File: src/rtl/tpg_pkg.sv
package tpg_pkg;

  typedef enum logic [3:0] {
    M_LIVE    = 4'b0000,
    M_MID     = 4'b0001,
    M_FS_POS  = 4'b0010,
    M_FS_NEG  = 4'b0011,
    M_CHECKER = 4'b0100,
    M_PN_LONG = 4'b0101,
    M_PN_SHRT = 4'b0110,
    M_TOGGLE  = 4'b0111,
    M_USER    = 4'b1000,
    M_RAMP    = 4'b1111
  } mode_e;

  // Modes whose word is sent through the offset-binary stage.
  function automatic logic takes_format(input logic [3:0] m);
    case (m)
      M_CHECKER, M_TOGGLE, M_RAMP: takes_format = 1'b0;
      default:                     takes_format = 1'b1;
    endcase
  endfunction

endpackage

File: src/rtl/tpg_sequencer.sv
module tpg_sequencer #(
  parameter int DW = 14
) (
  input  logic          clk,
  input  logic          rst_n,
  input  logic [3:0]    mode,
  output logic          mode_chg,
  output logic          use_word2,
  output logic [DW-1:0] ramp_val
);
  import tpg_pkg::*;

  logic [3:0]    mode_q;
  logic          sel2_q;
  logic [DW-1:0] ramp_q;

  assign mode_chg  = (mode != mode_q);
  assign use_word2 = sel2_q & ~mode_chg;
  assign ramp_val  = mode_chg ? '0 : ramp_q;

  always_ff @(posedge clk) begin
    if (!rst_n) begin
      mode_q <= M_LIVE;
      sel2_q <= 1'b0;
      ramp_q <= '0;
    end else begin
      mode_q <= mode;
      sel2_q <= ~use_word2;
      if (mode == M_RAMP) ramp_q <= ramp_val + 1'b1;
    end
  end

endmodule

File: src/rtl/tpg_word_mux.sv
module tpg_word_mux #(
  parameter int DW = 14
) (
  input  logic [3:0]    mode,
  input  logic          use_word2,
  input  logic [DW-1:0] ramp_val,
  input  logic [DW-1:0] sample_in,
  input  logic [DW-1:0] user_word_a,
  input  logic [DW-1:0] user_word_b,
  input  logic [DW-1:0] pn_long_word,
  input  logic [DW-1:0] pn_short_word,
  output logic [DW-1:0] raw_word,
  output logic          fmt_en
);
  import tpg_pkg::*;

  localparam logic [DW-1:0] W_MID    = '0;
  localparam logic [DW-1:0] W_FS_POS = {1'b0, {(DW-1){1'b1}}};
  localparam logic [DW-1:0] W_FS_NEG = {1'b1, {(DW-1){1'b0}}};

  // Alternating bits with the given value at the MSB.
  function automatic logic [DW-1:0] checker_word(input logic msb_val);
    logic [DW-1:0] w;
    for (int i = 0; i < DW; i++) w[i] = ((DW - 1 - i) % 2 == 0) ? msb_val : ~msb_val;
    return w;
  endfunction

  always_comb begin
    fmt_en = takes_format(mode);
    case (mode)
      M_MID:     raw_word = W_MID;
      M_FS_POS:  raw_word = W_FS_POS;
      M_FS_NEG:  raw_word = W_FS_NEG;
      M_CHECKER: raw_word = checker_word(~use_word2);
      M_PN_LONG: raw_word = pn_long_word;
      M_PN_SHRT: raw_word = pn_short_word;
      M_TOGGLE:  raw_word = use_word2 ? '0 : '1;
      M_USER:    raw_word = use_word2 ? user_word_b : user_word_a;
      M_RAMP:    raw_word = ramp_val;
      default:   raw_word = sample_in;
    endcase
  end

endmodule

File: src/rtl/tpg_formatter.sv
module tpg_formatter #(
  parameter int DW = 14
) (
  input  logic          clk,
  input  logic          rst_n,
  input  logic [DW-1:0] raw_word,
  input  logic          fmt_en,
  input  logic          fmt_offset,
  output logic [DW-1:0] data_out
);

  function automatic logic [DW-1:0] to_offset_bin(input logic [DW-1:0] w);
    return {~w[DW-1], w[DW-2:0]};
  endfunction

  logic          flip;
  logic [DW-1:0] word_next;

  assign flip      = fmt_en & fmt_offset;
  assign word_next = flip ? to_offset_bin(raw_word) : raw_word;

  always_ff @(posedge clk) begin
    if (!rst_n) data_out <= '0;
    else        data_out <= word_next;
  end

  // only the MSB may differ between raw and formatted word
  p_fmt_msb_only_r9: assert property (@(posedge clk) disable iff (!rst_n)
    word_next[DW-2:0] == raw_word[DW-2:0]);

endmodule

File: src/rtl/tpg_top.sv
module tpg_top #(
  parameter int DW = 14
) (
  input  logic          clk,
  input  logic          rst_n,
  input  logic [DW-1:0] sample_in,
  input  logic [3:0]    mode,
  input  logic          fmt_offset,
  input  logic [DW-1:0] user_word_a,
  input  logic [DW-1:0] user_word_b,
  input  logic [DW-1:0] pn_long_word,
  input  logic [DW-1:0] pn_short_word,
  output logic [DW-1:0] data_out
);
  import tpg_pkg::*;

  localparam logic [DW-1:0] CHK_A = {(DW/2 + 1){2'b10}} >> (2 - DW % 2 + ((DW / 2 + 1) * 2 - DW - (2 - DW % 2)));
  localparam logic [DW-1:0] FS_P  = {1'b0, {(DW-1){1'b1}}};

  logic          mode_chg;
  logic          use_word2;
  logic [DW-1:0] ramp_val;
  logic [DW-1:0] raw_word;
  logic          fmt_en;

  tpg_sequencer #(.DW(DW)) u_seq (
    .clk       (clk),
    .rst_n     (rst_n),
    .mode      (mode),
    .mode_chg  (mode_chg),
    .use_word2 (use_word2),
    .ramp_val  (ramp_val)
  );

  tpg_word_mux #(.DW(DW)) u_mux (
    .mode          (mode),
    .use_word2     (use_word2),
    .ramp_val      (ramp_val),
    .sample_in     (sample_in),
    .user_word_a   (user_word_a),
    .user_word_b   (user_word_b),
    .pn_long_word  (pn_long_word),
    .pn_short_word (pn_short_word),
    .raw_word      (raw_word),
    .fmt_en        (fmt_en)
  );

  tpg_formatter #(.DW(DW)) u_fmt (
    .clk        (clk),
    .rst_n      (rst_n),
    .raw_word   (raw_word),
    .fmt_en     (fmt_en),
    .fmt_offset (fmt_offset),
    .data_out   (data_out)
  );

  // live data passes unchanged with two's complement output
  p_live_pass_r2: assert property (@(posedge clk) disable iff (!rst_n)
    (mode == M_LIVE && !fmt_offset) |=> data_out == $past(sample_in));

  // positive full scale level
  p_fs_pos_r3: assert property (@(posedge clk) disable iff (!rst_n)
    (mode == M_FS_POS && !fmt_offset) |=> data_out == FS_P);

  // checkerboard output is always one of its two words
  p_checker_words_r4: assert property (@(posedge clk) disable iff (!rst_n)
    (mode == M_CHECKER) |=> (data_out == CHK_A || data_out == ~CHK_A));

  // ramp steps by one while the mode is held
  p_ramp_step_r8: assert property (@(posedge clk) disable iff (!rst_n)
    (mode == M_RAMP && !mode_chg) |=> data_out == DW'($past(data_out) + 1'b1));

  // entering the toggle pattern starts on the all-ones word
  p_restart_r10: assert property (@(posedge clk) disable iff (!rst_n)
    (mode_chg && mode == M_TOGGLE) |=> data_out == '1);

endmodule

File: config.mk
export PLATFORM = sky130hd
export DESIGN_NAME = tpg_top
export DESIGN_NICKNAME = d
export VERILOG_FILES = /design/src/rtl/tpg_pkg.sv /design/src/rtl/tpg_sequencer.sv /design/src/rtl/tpg_word_mux.sv /design/src/rtl/tpg_formatter.sv /design/src/rtl/tpg_top.sv
export SDC_FILE = /design/constraint.sdc
export NUM_CORES = 1
export LEC_CHECK = 0
export CAP_MARGIN = 20
export CORE_MARGIN = 2
export CORE_UTILIZATION = 38
export CTS_CLUSTER_DIAMETER = 60
export CTS_CLUSTER_SIZE = 30
export DETAILED_ROUTE_END_ITERATION = 7
export MAX_ROUTING_LAYER = met4
export PLACE_DENSITY = 0.83
export SYNTH_ARGS = -nofsm -noshare
export SYNTH_HDL_FRONTEND = slang
export SYNTH_SLANG_ARGS = --single-unit
File: constraint.sdc
create_clock -name clk -period 2.5 [get_ports clk]
set_input_delay 0.5 -clock clk [delete_from_list [all_inputs] [get_ports clk]]
set_output_delay 0.5 -clock clk [all_outputs]
set_load 0.005 [all_outputs]
Yosys cells after proc, flatten, opt, wreduce, memory -nomap -nowiden
Index checks and enable logic that the tools add are counted.
Storage, ports and cells
  register bits: 33
  input bits: 77
  output and inout port bits: 14
  word-level logic and storage cells: 27
Cells by class
  $add $sub $neg: 1
  equal/unequal tests: 10
  muxes and demuxes: 6
  bitwise logic cells: 5
  reduce and logical (&&, ||, !) cells: 1
Operators by type and width (count)
  one-hot mux 14 bit (9 select lines): 1
  2-to-1 mux 14 bit: 4
  equality test 4 x 3 -> 1 bit (second input constant): 4
  adder 14 x 1 -> 14 bit (second input constant): 1
  equality test 4 x 2 -> 1 bit (second input constant): 2
  equality test 4 bit (second input constant): 2
  equality test 4 x 1 -> 1 bit (second input constant): 1
  inequality test 4 bit: 1
  inverter 1 bit: 3
  OR reduction 3 bit: 1
  AND 1 bit: 2
  2-to-1 mux 1 bit: 1

Longest topological paths before layout
Gate-level depths: netlist of run 1.
  word-level depth: 7
  depth in mapped cells: 12
  depth with buffers taken out: 10

Cells and area by module
From an unflattened synthesis of run 1, not the netlist that was laid out.
Unflattened totals
  cells, all modules: 278
  area, all modules: 2338.5 um^2
Modules (own cells, without submodules)
  tpg_sequencer: times used 1, cells each 128, area an instance 1027.2 um^2
  tpg_word_mux: times used 1, cells each 118, area an instance 903.4 um^2
  tpg_formatter: times used 1, cells each 32, area an instance 407.9 um^2

Worst setup path after synthesis of run 1
OpenSTA, ideal clock, no wires.
  kind: input-to-reg
  from: input port mode[0]
  to: register u_seq.ramp_q[10]
  library setup time: 115 ps
  data arrival time: 2357 ps
  data required time: 2385 ps
  path slack: 29 ps
  stages: 12
  path buffers: 2
  path through: buf_2 -> xnor2_1 -> and4_1 -> buf_4 -> and2_1 -> ha_1 -> inv_1 -> nor3_1 -> a31oi_1 -> o21ai_0 -> o21ai_0 -> and2_1
On the way
  word-level cells in the longest chain between the ends: 3
RTL lines
  start: declaration: RTL line tpg_top.sv:7  | input logic [3:0] mode,
  inequality test 4 bit: RTL line tpg_sequencer.sv:17  | assign mode_chg = (mode != mode_q);
  2-to-1 mux 14 bit: RTL line tpg_sequencer.sv:19  | assign ramp_val = mode_chg ? '0 : ramp_q;
  adder 14 x 1 -> 14 bit: RTL line tpg_sequencer.sv:29  | if (mode == M_RAMP) ramp_q <= ramp_val + 1'b1;
  end signal: assignment: RTL line tpg_sequencer.sv:29
  end: declaration: RTL line tpg_sequencer.sv:15  | logic [DW-1:0] ramp_q;
Several ways; a longest one is shown, not always the timed one.
A chain may end at the register's enable or synchronous reset.

Worst setup path in the final report of run 1
  from: input port mode[2]
  to: register u_seq.ramp_q[10]
The elaborated chain is that of the path after synthesis.

==> results of run 1 <==
-- metrics by stage --
step	total power [uW]	instance area (um2)
after CTS	1440	3290
after global routing	1510	3330
after detailed placement	925	3180
final	1450	3330
after floorplan	707	2060
after global placement	919	3180
-- layer usage --
| layer | GRT usage (%) | vias up | wire length [um] |
|---|---|---|---|
| met1 | 27.7 | 1184 | 2720 |
| met2 | 44.1 | 156 | 3770 |
| met3 | 4.88 | 21 | 710 |
| li1 | - | 1172 | - |
| met4 | 8.21 | 0 | 155 |
| met5 | - | - | 0 |
-- report_power, final --
part	switching (uW)	total (uW)	internal (uW)
Sequential	10.7	562	552
Combinational	135	363	228
Clock	197	522	325
Total	343	1450	1100
-- placed cells by master, fill, tap and decap left out, types with 2 or more instances in the layout --
cell type	count
a22o_1	7
nor3_1	5
clkdlybuf4s50_1	87
o211ai_1	2
o32a_1	2
dlymetal6s2s_1	3
a22oi_1	7
buf_4	29
a21oi_1	18
mux2i_1	7
and2_1	11
nand4_1	5
nand3_1	6
o221ai_1	6
a31oi_1	3
xnor2_2	3
o21a_1	2
nor2b_1	6
o21ai_1	4
mux2_1	2
a21boi_0	3
inv_1	3
a222oi_1	7
o221a_2	6
nor2_1	11
mux2_2	4
nand2_1	29
a211o_1	2
and3_1	3
clkbuf_8	6
nand3b_1	2
o21ai_0	20
dfxtp_1	33
-- cells by family after synthesis --
kind of cell	share of synthesized area, %
AO/OA/AOI/OAI	31.9
AND/OR/NAND/NOR	21.7
flip-flops	32.0
buffers and inverters	4.73
multiplexers	7.39
XOR/XNOR	1.70
adder cells (fa/ha/maj)	0.606
-- path summary, 6_finish.rpt --
| kind | from | slack (ns) | to | cells past startpoint |
|---|---|---|---|---|
| max reg2reg | u_seq.mode_q[2] | 0.41 | u_seq.ramp_q[10] | 11 |
| max | mode[2] | 0.05 | u_seq.ramp_q[10] | 12 |
| min reg2reg | u_seq.ramp_q[5] | 0.56 | u_seq.ramp_q[5] | 2 |
| min | u_seq.ramp_q[5] | 0.56 | u_seq.ramp_q[5] | 2 |
-- synthesized netlist by cell type, types with 2 or more instances --
| cell type | count | area, um2 |
|---|---|---|
| o221a_2 | 6 | 67.6 |
| nor2_1 | 11 | 41.3 |
| nand2_1 | 29 | 109 |
| a222oi_1 | 7 | 70.1 |
| buf_2 | 6 | 30.0 |
| a31oi_1 | 3 | 18.8 |
| and3_1 | 3 | 18.8 |
| a21oi_1 | 18 | 90.1 |
| o21ai_0 | 22 | 110 |
| o221ai_1 | 6 | 52.6 |
| xnor2_1 | 4 | 35.0 |
| dfxtp_1 | 33 | 661 |
| and2_1 | 11 | 68.8 |
| a22o_1 | 7 | 61.3 |
| o21a_1 | 2 | 15.0 |
| nand3_1 | 6 | 30.0 |
| clkbuf_1 | 9 | 33.8 |
| nor2b_1 | 6 | 37.5 |
| nand3b_1 | 2 | 15.0 |
| mux2i_1 | 7 | 70.1 |
| o21ai_1 | 2 | 10.0 |
| a21boi_0 | 3 | 22.5 |
| nor3_1 | 5 | 25.0 |
| a211o_1 | 2 | 17.5 |
| o211ai_1 | 2 | 15.0 |
| mux2_1 | 2 | 22.5 |
| nand4_1 | 5 | 31.3 |
| mux2_2 | 4 | 45.0 |
| inv_1 | 3 | 11.3 |
| o32a_1 | 2 | 20.0 |
| a22oi_1 | 7 | 52.6 |
| and4_1 | 2 | 17.5 |
-- final cells by class --
type                       count  area share, %
timing repair buffer         119           33.8
inverter                       3          0.338
clock buffer                   7           2.59
clock inverter                 1          0.901
sequential                    33           19.8
tap                           70           2.63
multi-input combinational    198           39.9
-- registers in the layout, indices dropped and copies added, names as in the netlist --
name,count
u_fmt.data_out,14
u_seq.ramp_q,14
u_seq.sel2_q,1
u_seq.mode_q,4
-- worst min-delay path: stages (launching register included) --
cell,delay [ns]
dfxtp_1,0.37
nand2_1,0.08
a21boi_0,0.07
-- repair_timing --
item / CTS / global route
buffers inserted: 0 / 1
resized for setup: 0 / 10
setup endpoints to repair: 0 / 10
==> qor.csv, run 1 <==
stage,metric,value,unit
worst_hold_path,hold_path_class,reg2reg,
die,rows,26,
cts,cts_made_buffers,5,
sta,setup_viol,0,
final_layout,finalNonFillerCells,431,
placement,dp_cells,422,
die,die_w,77.7,um
worst_setup_path,cp-end-kind,flop,
outcome,outcome,"finished, final reports clean",
worst_setup_path,start_kind,primary input,
worst_setup_path,crit_family,simple AND/OR/NAND/NOR gates,
final_layout,diodes,0,
drt,postRouteAntennaNets,0,
die,core,5170,um2
sta,finalHoldViolations,0,
synth,syn_inst,252,
sta,maxSlewHeadroom,64.5,%
sta,slew_viol_final,0,
synth,synth_edf_count,0,
synth,synth_nets,330,
worst_setup_path,slowest_stage,clkdlybuf4s50_1,
die,top_level_ports,91,
worst_setup_path,crit_type,in2reg,
power,power_density,434,nW/um2
global_route,grt_usage,24.8,%
final_layout,fin_nets,438,
final_layout,post-route-util,64.4,%
worst_setup_path,critPathMaxFanout,6,
sta,worst_pin_slew,0.531,ns
drt,dr_total_vias,2533,
sta,final.setup.tns,0,ns
synth,ys.flop_type,dfxtp_1,
global_route,grt_pass1_wl,11500,um
drt,vias_per_cell,5.88,
cts,cts_tree,yes,
sta,fin_skew,0.00446,ns
synth,synth-warning-count,0,
synth,synth_area,2060,um2
sta,timing.fmax,409,MHz
worst_setup_path,path_cells,"clkdlybuf4s50_1, xnor2_1, and4_4, and2_1, ha_1, inv_1, nor3_1, buf_4, a31oi_1, o21ai_1, o21ai_0, and2_1",
drt,drc,0,
global_route,grt_max_degree,35,
cts,cts_max_level,2,
cts,clk_latency,0.29,ns
global_route,overflow,0,
cts,cts-root-buf,clkbuf_8,
drt,drt_iter0_drc,324,
synth,ys_ff_latch,33,
final_layout,syn_to_final_growth,61.5,%
final_layout,multi_input_area,1330,um2
flow_run,max_cap_violations,0,
global_route,antenna_found_initial,0,
worst_setup_path,required,2.69,ns
worst_setup_path,cpMostUsedCell,and2_1,
die,die-height,77.7,um
drt,routed_wl,7360,um
worst_setup_path,cp_data_arrival_time,2.63,ns
cts,clk_path_buf_depth,2,
worst_setup_path,cpPeakStageDelay,0.45,ns
power,p_leak,0.00132,uW
final_layout,drive_gt1_share,14.7,%
sta,rsz0062_at_grt,true,
sta,setup_ws,0.0533,ns
sta,fin_crit_sh,97.9,%
power,vdd_drop_max,183,uV
synth,syn_avg_cell_area,8.19,um2
worst_setup_path,path_buf_inv,3,
global_route,grt_pass1_vias,2397,
synth,async_flop_share,0,%
final_layout,fill_cells,409,
cts,clk_transition_reported_paths,0.07,ns
final_layout,seq_area,661,um2
synth,synthDistinctLibCells,47,
placement,dp_slack,-0.274,ns
drt,dr.pass1.iters,6,
synth,yosysSeqAreaShare,32.0,%
drt,wire_per_inst,17.1,um
placement,gp_congestion,0.894,
sta,hold_slack,0.559,ns
die,initial_core_util,39.9,%
cts,hold_buffers,0,
die,fp.dieArea,6040,um2
cts,cts_sinks,33,
sta,fin_crit,2.45,ns
placement,port_buffers,90,
placement,hpwl,5370,um
Power figures use the tool's default switching activity.
==> inputs of run 2 (changes only) <==
--- a/config.mk
+++ b/config.mk
@@ -13,6 +13,8 @@
 export DETAILED_ROUTE_END_ITERATION = 7
 export MAX_ROUTING_LAYER = met4
 export PLACE_DENSITY = 0.83
+export SLEW_MARGIN = 20
 export SYNTH_ARGS = -nofsm -noshare
 export SYNTH_HDL_FRONTEND = slang
 export SYNTH_SLANG_ARGS = --single-unit
+export TNS_END_PERCENT = 20
==> results of run 2 <==
No change in the layout: final DEF, timing and power equal those of run 1.
